--- config.mk ---
export PLATFORM = sky130hd
export DESIGN_NAME = rl_echo_seq
export DESIGN_NICKNAME = d
export VERILOG_FILES = /design/src/rtl/rl_echo_pkg.sv /design/src/rtl/rl_updown_ctr.sv /design/src/rtl/rl_echo_ctrl.sv /design/src/rtl/rl_echo_seq.sv
export SDC_FILE = /design/constraint.sdc
export NUM_CORES = 1
export LEC_CHECK = 0
export BUFFER_PORTS_ARGS = -buffer_cell sky130_fd_sc_hd__buf_2
export CAP_MARGIN = 10
export CELL_PAD_IN_SITES_DETAIL_PLACEMENT = 0
export CELL_PAD_IN_SITES_GLOBAL_PLACEMENT = 1
export CORE_AREA = 10 10 47 49
export CTS_CLUSTER_DIAMETER = 120
export DETAILED_ROUTE_END_ITERATION = 10
export DIE_AREA = 0 0 57 59
export PLACE_DENSITY = 0.52
export SLEW_MARGIN = 5
export SYNTH_ARGS = -nofsm -noshare
export SYNTH_HDL_FRONTEND = slang
export SYNTH_SLANG_ARGS = --single-unit
--- constraint.sdc ---
create_clock -name clk -period 3.7 [get_ports clk]
set_clock_uncertainty 0.15 [all_clocks]
set_input_delay 0.37 -clock clk [delete_from_list [all_inputs] [get_ports clk]]
set_output_delay 0.37 -clock clk [all_outputs]
set_load 0.02 [all_outputs]
--- src/rtl/rl_echo_pkg.sv ---
package rl_echo_pkg;

    // Controller states
    typedef enum logic {
        ST_LISTEN = 1'b0,
        ST_REPLAY = 1'b1
    } echo_state_t;

    // Counter command decoded from the controller outputs
    typedef struct packed {
        logic en;
        logic dn;
    } ctr_cmd_t;

endpackage

--- src/rtl/rl_updown_ctr.sv ---
module rl_updown_ctr #(
    parameter int W = 4
) (
    input  logic         clk,
    input  logic         rst_n,
    input  logic         en,
    input  logic         dn,
    output logic [W-1:0] count
);
    localparam logic [W-1:0] CMAX = {W{1'b1}};

    always_ff @(posedge clk or negedge rst_n) begin
        if (!rst_n) begin
            count <= '0;
        end else if (en) begin
            if (dn) count <= count - 1'b1;
            else    count <= count + 1'b1;
        end
    end

    // controller must never ask for an increment at the top value
    a_r3_no_overflow: assert property (@(posedge clk) disable iff (!rst_n)
        (en && !dn) |-> (count != CMAX));

    // controller must never ask for a decrement at zero
    a_r7_no_underflow: assert property (@(posedge clk) disable iff (!rst_n)
        (en && dn) |-> (count != '0));

    // an enabled up step adds exactly one
    a_r2_step_up: assert property (@(posedge clk) disable iff (!rst_n)
        (en && !dn) |=> (count == W'($past(count) + 1'b1)));

    // with the enable off the value holds
    a_r5_hold: assert property (@(posedge clk) disable iff (!rst_n)
        !en |=> $stable(count));

endmodule

--- src/rtl/rl_echo_ctrl.sv ---
module rl_echo_ctrl
    import rl_echo_pkg::*;
#(
    parameter int W = 4
) (
    input  logic         clk,
    input  logic         rst_n,
    input  logic         x,
    input  logic [W-1:0] count,
    output logic         cnt_en,
    output logic         cnt_dn,
    output logic         z
);
    localparam logic [W-1:0] CMAX = {W{1'b1}};
    localparam logic [W-1:0] CONE = {{(W-1){1'b0}}, 1'b1};

    echo_state_t state, state_nx;
    ctr_cmd_t    cmd;

    // State register
    always_ff @(posedge clk or negedge rst_n) begin
        if (!rst_n) state <= ST_LISTEN;
        else        state <= state_nx;
    end

    // Next state
    always_comb begin
        state_nx = state;
        unique case (state)
            ST_LISTEN: begin
                // START_REPLAY: a closing 0 with more than one 1 counted
                if (!x && (count != '0) && (count != CONE))
                    state_nx = ST_REPLAY;
            end
            ST_REPLAY: begin
                // END_REPLAY: last echoed 1 is being given now
                if (count == CONE)
                    state_nx = ST_LISTEN;
            end
            default: state_nx = ST_LISTEN;
        endcase
    end

    // Outputs (Mealy in LISTEN, Moore in REPLAY)
    always_comb begin
        cmd = '0;
        z   = 1'b0;
        unique case (state)
            ST_LISTEN: begin
                if (x) begin
                    cmd.en = (count != CMAX);
                    cmd.dn = 1'b0;
                end else if (count != '0) begin
                    cmd.en = 1'b1;
                    cmd.dn = 1'b1;
                    z      = 1'b1;
                end
            end
            ST_REPLAY: begin
                cmd.en = 1'b1;
                cmd.dn = 1'b1;
                z      = 1'b1;
            end
            default: ;
        endcase
    end

    assign cnt_en = cmd.en;
    assign cnt_dn = cmd.dn;

    // REPLAY always gives a 1
    a_r6_replay_drives_one: assert property (@(posedge clk) disable iff (!rst_n)
        (state == ST_REPLAY) |-> z);

    // REPLAY stays put regardless of x until the count reaches one
    a_r6_replay_ignores_x: assert property (@(posedge clk) disable iff (!rst_n)
        (state == ST_REPLAY && count != CONE) |=> (state == ST_REPLAY));

    // END_REPLAY leaves the counter empty
    a_r7_replay_exit: assert property (@(posedge clk) disable iff (!rst_n)
        (state == ST_REPLAY && count == CONE) |=> (state == ST_LISTEN && count == '0));

    // REPLAY is never held with an empty counter
    a_r7_replay_nonzero: assert property (@(posedge clk) disable iff (!rst_n)
        (state == ST_REPLAY) |-> (count != '0));

    // counting in LISTEN is silent
    a_r2_listen_quiet: assert property (@(posedge clk) disable iff (!rst_n)
        (state == ST_LISTEN && x) |-> !z);

    // idle with empty counter is silent
    a_r5_idle_quiet: assert property (@(posedge clk) disable iff (!rst_n)
        (state == ST_LISTEN && !x && count == '0) |-> !z);

    // a single counted 1 never enters REPLAY
    a_r8_single_no_replay: assert property (@(posedge clk) disable iff (!rst_n)
        (state == ST_LISTEN && !x && count == CONE) |=> (state == ST_LISTEN && count == '0));

endmodule

--- src/rtl/rl_echo_seq.sv ---
module rl_echo_seq #(
    parameter int CNT_W = 4
) (
    input  logic clk,
    input  logic rst_n,
    input  logic serial_in,
    output logic echo_out
);
    logic [CNT_W-1:0] run_cnt;
    logic             cnt_en;
    logic             cnt_dn;

    rl_echo_ctrl #(.W(CNT_W)) ctrl_i (
        .clk    (clk),
        .rst_n  (rst_n),
        .x      (serial_in),
        .count  (run_cnt),
        .cnt_en (cnt_en),
        .cnt_dn (cnt_dn),
        .z      (echo_out)
    );

    rl_updown_ctr #(.W(CNT_W)) ctr_i (
        .clk   (clk),
        .rst_n (rst_n),
        .en    (cnt_en),
        .dn    (cnt_dn),
        .count (run_cnt)
    );

    // output is low in the first cycle after reset when input is low
    a_r1_reset_quiet: assert property (@(posedge clk) disable iff (!rst_n)
        ($rose(rst_n) && !serial_in) |-> !echo_out);

endmodule

==> run summary, run 1 <==
Run status
- outcome: complete, no violations

Drt
- routed via count divided by cell count: 5.24
- Routed WL: 893 µm
- Antenna Nets Post-Route: 0
- routed wirelength normalized by instance count: 14.2 µm
- Pre-antenna DRT Iters: 4
- drt initial violations: 1
- count of vias placed by the detailed router: 330
- number of DRC violations after detailed routing: 0

Die
- Initial Util: 0.284
- standard-cell rows: 14
- core outline area: 1400 µm²
- IO Count: 4
- x dimension of the die: 57 µm
- Die Ht: 59 µm
- Total Die Area: 3360 µm²

Global routing
- Total Routing Usage GR: 0.0618
- via count of the first global-routing pass: 358
- overflow left after global routing: 0
- maximum number of pins on one net before global-route repair: 11
- initial antenna violation count: 0
- first-pass GRT wire length: 1540 µm

CTS
- clock edge transition at the registers on the reported setup and hold paths: 0.05 ns
- clock latency at the later pin of the worst-skew pair: 0.25 ns
- number of buffers added for setup after CTS: 0
- CTS Buf Count: 3
- number of hold buffers added after cts: 1
- Clock H-tree levels: 1
- CTS Root Cell: sky130_fd_sc_hd__clkbuf_4
- clock tree from TritonCTS: built
- post-CTS resize count: 0
- Num Clock Sinks: 5
- number of buffers on the longest clock path: 2

Logic synthesis
- average cell area after synthesis: 9.95 µm²
- sequential share of the synthesized area: 0.314
- top cells by area in the synthesized netlist: sky130_fd_sc_hd__dfrtp_1 (31%), sky130_fd_sc_hd__ha_1 (9.4%), sky130_fd_sc_hd__a21oi_4 (4.1%)
- cell area after technology mapping: 398 µm²
- post-synthesis share of cell area spent on xor and xnor gates: 0.0440
- leading area contributor after synthesis: sky130_fd_sc_hd__dfrtp_1
- simple-gate area share of the yosys netlist: 0.270
- fraction of the mapped netlist area in compound gates: 0.230
- Synth cell types: 27
- synthesized flop and latch total: 5
- synthesized-area fraction occupied by adder cells: 0.0943
- number of nets in the synthesized netlist: 46
- count of synthesis-stage warnings from yosys: 0
- main combinational cell family by area after synthesis: simple AND/OR/NAND/NOR gates
- portion of synthesized cell area occupied by the leading cell type: 0.314
- share of cell area taken by muxes after synthesis: 0
- gate count of the mapped netlist: 40

Timing
- minimum clock period: 2.16 ns
- worst-case headroom to the max-slew limit: 0.783
- Worst Tran Pin Value: 0.326 ns
- fraction of the cycle the final worst path needs: 0.584
- Hold Violations, Final: 0
- setup-violating endpoint count in the final report: 0
- Final Max Slew Viols: 0
- unrepaired setup endpoints after global routing: false
- Peak Freq: 463 MHz
- TNS Setup: 0 ns

Critical path
- Worst EP arrival: 1.64 ns
- r2r worst-path depth: 5
- required time reported for the critical path endpoint: 3.18 ns
- element type at the critical path start: register
- Critical Path End Type: primary output
- largest fanout on the critical path: 6
- type of the worst setup path: register to primary output

Hold path
- path category of the worst min-delay check: input pin to async pin

Cells and area
- ant diodes: 0
- proportion of layout cells with a drive suffix above 1: 0.191
- commonest cells after routing, fill and taps aside: sky130_fd_sc_hd__dfrtp_1 (5), sky130_fd_sc_hd__nor2_1 (3), sky130_fd_sc_hd__ha_1 (3), sky130_fd_sc_hd__clkbuf_4 (3), sky130_fd_sc_hd__buf_2 (3)
- post-layout instance area: 458 µm²
- count of non-filler cells in the finished layout: 63
- most common cell after layout, fill and taps aside: sky130_fd_sc_hd__dfrtp_1
- Area Overhead vs Synth: 15.1%
- total number of nets in the final design: 54

Power
- peak supply drop: 0.263 mV
- leakage power: 0.191 nW
- Pwr Density: 852 nW/µm²

Place
- Placed Instance Area: 422 µm²
- placed cell count: 58
- IO buf count: 3
- Routability Congestion: 0.700
- Final HPWL DP: 672 µm

Flow run
- number of max-cap violations: 0

where the power goes:
group          leakage, nW  internal, mW  switching [mW]
clock               0.0150        0.0410          0.0254
sequential          0.0576        0.0829          0.0604
combinational        0.118        0.0905          0.0901
total                0.191         0.214           0.176
worst max-delay path: stages, from the launching register on:
cell	delay, ns
sky130_fd_sc_hd__dfrtp_1	0.45
sky130_fd_sc_hd__inv_1	0.13
sky130_fd_sc_hd__ha_1	0.27
sky130_fd_sc_hd__a21oi_1	0.11
sky130_fd_sc_hd__or2_2	0.27
sky130_fd_sc_hd__buf_2	0.16
cells in the mapped netlist (all sizes together):
library cell  count
buf               1
nand4b            1
xor2              1
a2bb2oi           1
o21ai             2
a221o             1
a2111o            1
dfrtp             5
nand2b            1
nor2              3
xnor2             1
o2111a            1
nand4             1
or2               1
inv               2
o22ai             1
a211oi            1
and3              1
and3b             1
nand3             2
nand3b            1
nor2b             2
or4b              2
a21oi             3
ha                3
final cells by class:
class,count,area [µm²]
Sequential cell,5,125
Inverter,2,7.51
Tap cell,16,20.0
Clock buffer,4,26.3
Timing Repair Buffer,4,25.0
Multi-Input combinational cell,32,254
Fill cell,160,943
registers in the layout, indices dropped and copies added (netlist names):
| register | flops |
|---|---|
| ctrl_i.state | 1 |
| ctr_i.count | 4 |
kinds of logic after synthesis:
family / count (synthesis)
AO/OA/AOI/OAI: 11
XOR/XNOR: 2
adder cells (fa/ha/maj): 3
buffers and inverters: 3
flip-flops: 5
AND/OR/NAND/NOR: 16
final timing paths:
check	slack (ns)	start	end
max reg2reg	1.82	ctr_i.count[0]	ctr_i.count[0]
max in group asynchronous	2.96	rst_n	ctr_i.count[0]
min in group clk	0.36	serial_in	ctrl_i.state
max	1.54	ctr_i.count[0]	echo_out
min	0.31	rst_n	ctrl_i.state
min reg2reg	0.46	ctr_i.count[0]	ctr_i.count[0]
routing by layer:
| metal | vias to the layer above | global-route usage | share of wire |
|---|---|---|---|
| met1 | 154 | 0.0546 | 0.43 |
| met3 | 5 | 0.0129 | 0.017 |
| met4 | 0 | 0.0906 | 0.064 |
| met2 | 6 | 0.0992 | 0.48 |
| li1 | 165 | - | - |
| met5 | - | 0 | 0 |
per-stage QoR:
| stage | setup WS [ns] | hold WS (ns) | utilization | total power, mW |
|---|---|---|---|---|
| final | 1.54 | 0.311 | 0.327 | 0.390 |
| after floorplan | 1.99 | -0.0756 | - | 0.283 |
| after global routing | 1.42 | 0.311 | 0.327 | 0.426 |
| after CTS | 1.52 | 0.314 | 0.327 | 0.393 |
| after global placement | 1.83 | 0.0335 | 0.301 | 0.320 |
| after detailed placement | 1.78 | 0.0402 | 0.301 | 0.325 |
Note: power is estimated with default switching activity, not from simulation.
==> inputs of run 2 (changes only) <==
Clock period 3.7 ns to 2 ns, I/O delays scaled along.
==> run 2 against run 1 <==
Die area is the same. Non-clock buffer count grew 2. Clock power grew 81%. Combinational power grew 110%. Via count grew 5.2%. Register-to-register slack lost 1.5 ns. Sequential power grew 69%. Critical endpoint unchanged.
==> run summary, run 2 (synthesized netlist as in run 1, its figures left out) <==
Run status
- outcome: complete, no violations, unchanged

Cells and area
- total of fill cells in the finished design: 163, was 160
- multi-input combinational cell area: 259 µm², was 254 µm²
- Area Overhead vs Synth: 20.1%, was 15.1%
- ant diodes: 0, unchanged
- proportion of layout cells with a drive suffix above 1: 0.265, was 0.191
- biggest registers after layout: ctr_i.count: 4 flops, ctrl_i.state: 1 flops, unchanged
- post-layout instance area: 478 µm², was 458 µm²
- commonest cells after routing, fill and taps aside: sky130_fd_sc_hd__dfrtp_1 (5), sky130_fd_sc_hd__clkbuf_4 (3), sky130_fd_sc_hd__buf_2 (3), was sky130_fd_sc_hd__dfrtp_1 (5), sky130_fd_sc_hd__nor2_1 (3), sky130_fd_sc_hd__ha_1 (3), sky130_fd_sc_hd__clkbuf_4 (3), sky130_fd_sc_hd__buf_2 (3)
- count of non-filler cells in the finished layout: 65, was 63
- final core utilization: 0.341, was 0.327
- total number of nets in the final design: 56, was 54
- Register Area: 125 µm², unchanged
- most common cell after layout, fill and taps aside: sky130_fd_sc_hd__dfrtp_1, unchanged
- Biggest register: ctr_i.count, unchanged
- Largest register FFs: 4, unchanged

Global routing
- maximum number of pins on one net before global-route repair: 11, unchanged
- via count of the first global-routing pass: 324, was 358
- first-pass GRT wire length: 1410 µm, was 1540 µm
- overflow left after global routing: 0, unchanged
- initial antenna violation count: 0, unchanged
- Total Routing Usage GR: 0.0592, was 0.0618

Timing
- unrepaired setup endpoints after global routing: false, unchanged
- TNS Setup: 0 ns, unchanged
- worst-case headroom to the max-slew limit: 0.776, was 0.783
- Hold Violations, Final: 0, unchanged
- fraction of the cycle the final worst path needs: 0.921
- Worst Tran Pin Value: 0.336 ns, was 0.326 ns
- Peak Freq: 543 MHz
- setup-violating endpoint count in the final report: 0, unchanged
- minimum clock period: 1.84 ns
- Final Max Slew Viols: 0, unchanged

Power
- leakage power: 0.199 nW, was 0.191 nW
- Pwr Density: 1550 nW/µm², was 852 nW/µm²
- peak supply drop: 0.513 mV, was 0.263 mV

Drt
- routed via count divided by cell count: 5.34, was 5.24
- Routed WL: 803 µm, was 893 µm
- number of DRC violations after detailed routing: 0, unchanged
- drt initial violations: 5, was 1
- Pre-antenna DRT Iters: 4, unchanged
- Antenna Nets Post-Route: 0, unchanged
- count of vias placed by the detailed router: 347, was 330
- routed wirelength normalized by instance count: 12.4 µm, was 14.2 µm

Flow run
- number of max-cap violations: 0, unchanged

Die
- x dimension of the die: 57 µm, unchanged
- standard-cell rows: 14, unchanged
- Die Ht: 59 µm, unchanged
- Total Die Area: 3360 µm², unchanged
- Initial Util: 0.284, unchanged
- IO Count: 4, unchanged
- core outline area: 1400 µm², unchanged

CTS
- number of buffers added for setup after CTS: 0, unchanged
- Clock H-tree levels: 1, unchanged
- CTS Buf Count: 3, unchanged
- clock edge transition at the registers on the reported setup and hold paths: 0.04 ns, was 0.05 ns
- Num Clock Sinks: 5, unchanged
- number of buffers on the longest clock path: 2, unchanged
- CTS Root Cell: sky130_fd_sc_hd__clkbuf_4, unchanged
- clock latency at the later pin of the worst-skew pair: 0.25 ns, about the same
- clock tree from TritonCTS: built, unchanged

Place
- IO buf count: 3, unchanged
- Placed Instance Area: 437 µm², was 422 µm²
- Routability Congestion: 0.773, was 0.700
- Final HPWL DP: 613 µm, was 672 µm
- placed cell count: 60, was 58

Critical path
- largest fanout on the critical path: 10, was 6
- type of the worst setup path: register to primary output, unchanged
- element type at the critical path start: register, unchanged
- required time reported for the critical path endpoint: 1.65 ns, was 3.18 ns
- Worst EP arrival: 1.49 ns, was 1.64 ns
- Critical Path End Type: primary output, unchanged

Hold path
- path category of the worst min-delay check: input pin to async pin, unchanged

==> run 2: power by group <==
part | switching [mW] | internal, mW | leakage, nW
Clock | 0.0443 | 0.0756 | 0.0150
Sequential | 0.0872 | 0.153 | 0.0576
Combinational | 0.184 | 0.197 | 0.126
Total | 0.316 | 0.426 | 0.199
==> run 2: area by class of cell <==
type / instances / area share
repair buffers: 6 / 0.0838
flip-flops and latches: 5 / 0.262
well taps: 16 / 0.0419
clock buffers: 4 / 0.0550
multi-input cells: 32 / 0.542
inverters: 2 / 0.0157
==> run 2: critical path, cell delays in order, from the launching register on <==
cell and delay [ns]:
sky130_fd_sc_hd__dfrtp_1 0.49, sky130_fd_sc_hd__nor2_2 0.22, sky130_fd_sc_hd__a21oi_1 0.10, sky130_fd_sc_hd__or2_2 0.27, sky130_fd_sc_hd__buf_2 0.16
==> run 2: timing repair <==
action	in CTS	in global routing
setup endpoints to repair	0	1
hold buffers	1	0
gates resized for setup	0	2
endpoints found under the hold margin	5	0
==> run 2: metrics by stage <==
step / hold WS [ns] / setup WS [ns] / total power, mW
2_1_floorplan: -0.246 / 0.289 / 0.524
5_1_grt: 0.147 / 0.0501 / 0.822
3_3_place_gp: -0.136 / 0.239 / 0.619
3_5_place_dp: -0.128 / 0.251 / 0.609
6_report: 0.149 / 0.159 / 0.741
4_1_cts: 0.151 / 0.0909 / 0.737
==> run 2: path summary, 6_finish.rpt <==
path                                start              to  slack (ns)  cells after the start
setup reg to reg           ctr_i.count[0]  ctr_i.count[1]        0.29                      5
min in group clk                serial_in    ctrl_i.state        0.20                      3
hold / removal                      rst_n  ctr_i.count[3]        0.15                      2
setup / recovery           ctr_i.count[2]        echo_out        0.16                      4
hold reg to reg            ctr_i.count[0]  ctr_i.count[0]        0.44                      2
max in group asynchronous           rst_n    ctrl_i.state        1.42                      2
==> run 2: per-layer routing <==
layer	up-vias	routed length, µm	global-route usage
met5	-	0	0
met4	0	69	0.111
met3	4	27	0.0193
met2	13	346	0.0713
met1	160	359	0.0583
li1	170	-	-
==> inputs of run 3 (changes only) <==
Settings changed: CTS_BUF_LIST set to sky130_fd_sc_hd__clkbuf_4 sky130_fd_sc_hd__clkbuf_8.
==> run 3 against run 2 <==
Critical path depth did not move. Design area rose by 0.79%. Setup slack got worse by 0.0017 ns. Global-route usage did not move. Non-clock buffer count did not move. Wire length rose by 2.2%. Cell count did not move. Sequential share of layout area fell by 0.20 points. Largest power group unchanged.
==> run summary, run 3 (synthesized netlist as in run 1, its figures left out) <==
Die
- x dimension of the die: 57 µm, unchanged
- Die Ht: 59 µm, unchanged
- Total Die Area: 3360 µm², unchanged
- Initial Util: 0.284, unchanged
- standard-cell rows: 14, unchanged
- IO Count: 4, unchanged
- core outline area: 1400 µm², unchanged

Global routing
- Total Routing Usage GR: 0.0592, unchanged
- overflow left after global routing: 0, unchanged
- first-pass GRT wire length: 1410 µm, unchanged
- maximum number of pins on one net before global-route repair: 11, unchanged
- initial antenna violation count: 0, unchanged
- via count of the first global-routing pass: 324, unchanged

Drt
- routed via count divided by cell count: 5.31, was 5.34
- Antenna Nets Post-Route: 0, unchanged
- number of DRC violations after detailed routing: 0, unchanged
- count of vias placed by the detailed router: 345, was 347
- Routed WL: 821 µm, was 803 µm
- drt initial violations: 4, was 5
- Pre-antenna DRT Iters: 3, was 4
- routed wirelength normalized by instance count: 12.6 µm, was 12.4 µm

CTS
- Num Clock Sinks: 5, unchanged
- clock latency at the later pin of the worst-skew pair: 0.25 ns, about the same
- number of buffers added for setup after CTS: 0, unchanged
- CTS Buf Count: 3, unchanged
- CTS Root Cell: sky130_fd_sc_hd__clkbuf_4, unchanged
- clock tree from TritonCTS: built, unchanged
- clock edge transition at the registers on the reported setup and hold paths: 0.04 ns, about the same
- number of buffers on the longest clock path: 2, unchanged
- Clock H-tree levels: 1, unchanged

Timing
- worst setup slack after layout: 0.157 ns, was 0.159 ns
- TNS Setup: 0 ns, unchanged
- Peak Freq: 543 MHz, about the same
- setup-violating endpoint count in the final report: 0, unchanged
- fraction of the cycle the final worst path needs: 0.921, about the same
- Hold Violations, Final: 0, unchanged
- worst-case headroom to the max-slew limit: 0.777, was 0.776
- Worst Tran Pin Value: 0.335 ns, was 0.336 ns
- minimum clock period: 1.84 ns, about the same
- Final Max Slew Viols: 0, unchanged
- unrepaired setup endpoints after global routing: false, unchanged

Hold path
- path category of the worst min-delay check: input pin to async pin, unchanged

Critical path
- Worst EP arrival: 1.49 ns, about the same
- Critical Path End Type: primary output, unchanged
- endpoint of the most critical register-to-register path: ctr_i.count[1], unchanged
- kind of cell adding the most delay to the critical path: flip-flops, unchanged
- start point of the critical path: ctr_i.count[2], unchanged
- element type at the critical path start: register, unchanged
- Worst path max stage delay: 0.49 ns, about the same
- required time reported for the critical path endpoint: 1.65 ns, about the same
- type of the worst setup path: register to primary output, unchanged
- slowest cell on the critical path: sky130_fd_sc_hd__dfrtp_1, unchanged
- largest fanout on the critical path: 10, unchanged
- CP Buf/Inv Count: 1, unchanged
- endpoint of the worst setup timing path: echo_out, unchanged
- FF-to-FF setup slack: 0.29 ns, about the same
- critical path cell sequence: nor2_2 > a21oi_1 > or2_2 > buf_2, unchanged
- r2r worst-path depth: 5, unchanged
- number of cells on the critical path: 4, unchanged
- startpoint of the lowest-slack register-to-register path: ctr_i.count[0], unchanged

Place
- Routability Congestion: 0.773, unchanged
- pre-CTS setup slack: 0.251 ns, unchanged
- IO buf count: 3, unchanged
- Final HPWL DP: 613 µm, unchanged

Cells and area
- most common cell after layout, fill and taps aside: sky130_fd_sc_hd__dfrtp_1, unchanged
- ant diodes: 0, unchanged
- total number of nets in the final design: 56, unchanged
- proportion of layout cells with a drive suffix above 1: 0.286, was 0.265
- Area Overhead vs Synth: 21.1%, was 20.1%
- biggest registers after layout: ctr_i.count: 4 flops, ctrl_i.state: 1 flops, unchanged
- Largest register FFs: 4, unchanged
- commonest cells after routing, fill and taps aside: sky130_fd_sc_hd__dfrtp_1 (5), sky130_fd_sc_hd__clkbuf_4 (4), sky130_fd_sc_hd__buf_2 (3), was sky130_fd_sc_hd__dfrtp_1 (5), sky130_fd_sc_hd__clkbuf_4 (3), sky130_fd_sc_hd__buf_2 (3)
- Biggest register: ctr_i.count, unchanged

Flow run
- number of max-cap violations: 0, unchanged

Power
- Pwr Density: 1570 nW/µm², was 1550 nW/µm²
- leakage power: 0.202 nW, was 0.199 nW
- peak supply drop: 0.515 mV, was 0.513 mV

Run status
- outcome: complete, no violations, unchanged

## run 3: changes by cell type in the layout (fill, tap and decap cells not counted)
cell / previous run / this run
sky130_fd_sc_hd__clkbuf_4: 3 / 4
sky130_fd_sc_hd__clkbuf_1: 1 / 0
## run 3: layout make-up
type,count,area [µm²]
clock buffer,4,30.0
sequential,5,125
inverter,2,7.51
fill,161,920
timing repair buffer,6,40.0
tap,16,20.0
multi-input combinational,32,259
## run 3: power by group
part	internal (mW)	leakage, nW	switching, mW
Sequential	0.153	0.0576	0.0870
Clock	0.0892	0.0184	0.0451
Combinational	0.197	0.126	0.186
Total	0.439	0.202	0.318
## run 3: how the worst min path moves through the flow
stage / endpoint / slack (ns) / cells past startpoint
global route: ctr_i.count[0] / 0.15 / 2
floorplan: ctr_i.count[0] / -0.25 / 0
global placement: ctr_i.count[0] / -0.14 / 1
finish: ctr_i.count[3] / 0.15 / 2
CTS: ctr_i.count[3] / 0.15 / 2
detailed placement: ctr_i.count[0] / -0.13 / 1
## run 3: repair_timing
item	in CTS	in global routing
endpoints found under the hold margin	5	0
endpoints found under the setup margin	0	1
hold buffers	1	0
resized for setup	0	2
## run 3: per-stage QoR
| stage | area (µm²) | power, mW | util | hold WS (ns) | instances |
|---|---|---|---|---|---|
| 4_1_cts | 477 | 0.751 | 0.340 | 0.151 | 65 |
| 2_1_floorplan | 398 | 0.524 | - | -0.246 | 40 |
| 5_1_grt | 482 | 0.836 | 0.344 | 0.147 | 65 |
| 3_3_place_gp | 437 | 0.619 | 0.312 | -0.136 | 60 |
| 3_5_place_dp | 437 | 0.609 | 0.312 | -0.128 | 60 |
| 6_report | 482 | 0.758 | 0.344 | 0.148 | 65 |
## run 3: worst reg2reg max path: cells and delay by family (launching register included)
| kind | cells | cell delay (ns) |
|---|---|---|
| buffers and inverters | 1 | 0.11 |
| DFF | 1 | 0.37 |
| adders and majority gates | 1 | 0.24 |
| and+or+nand+nor | 1 | 0.48 |
| AOI/OAI and AO/OA | 2 | 0.30 |
## run 3: routing by layer
metal | global-route usage | up-vias | part of all wire
met3 | 0.0193 | 4 | 0.011
li1 | - | 171 | -
met2 | 0.0713 | 5 | 0.43
met1 | 0.0583 | 165 | 0.48
met5 | 0 | - | 0
met4 | 0.111 | 0 | 0.084
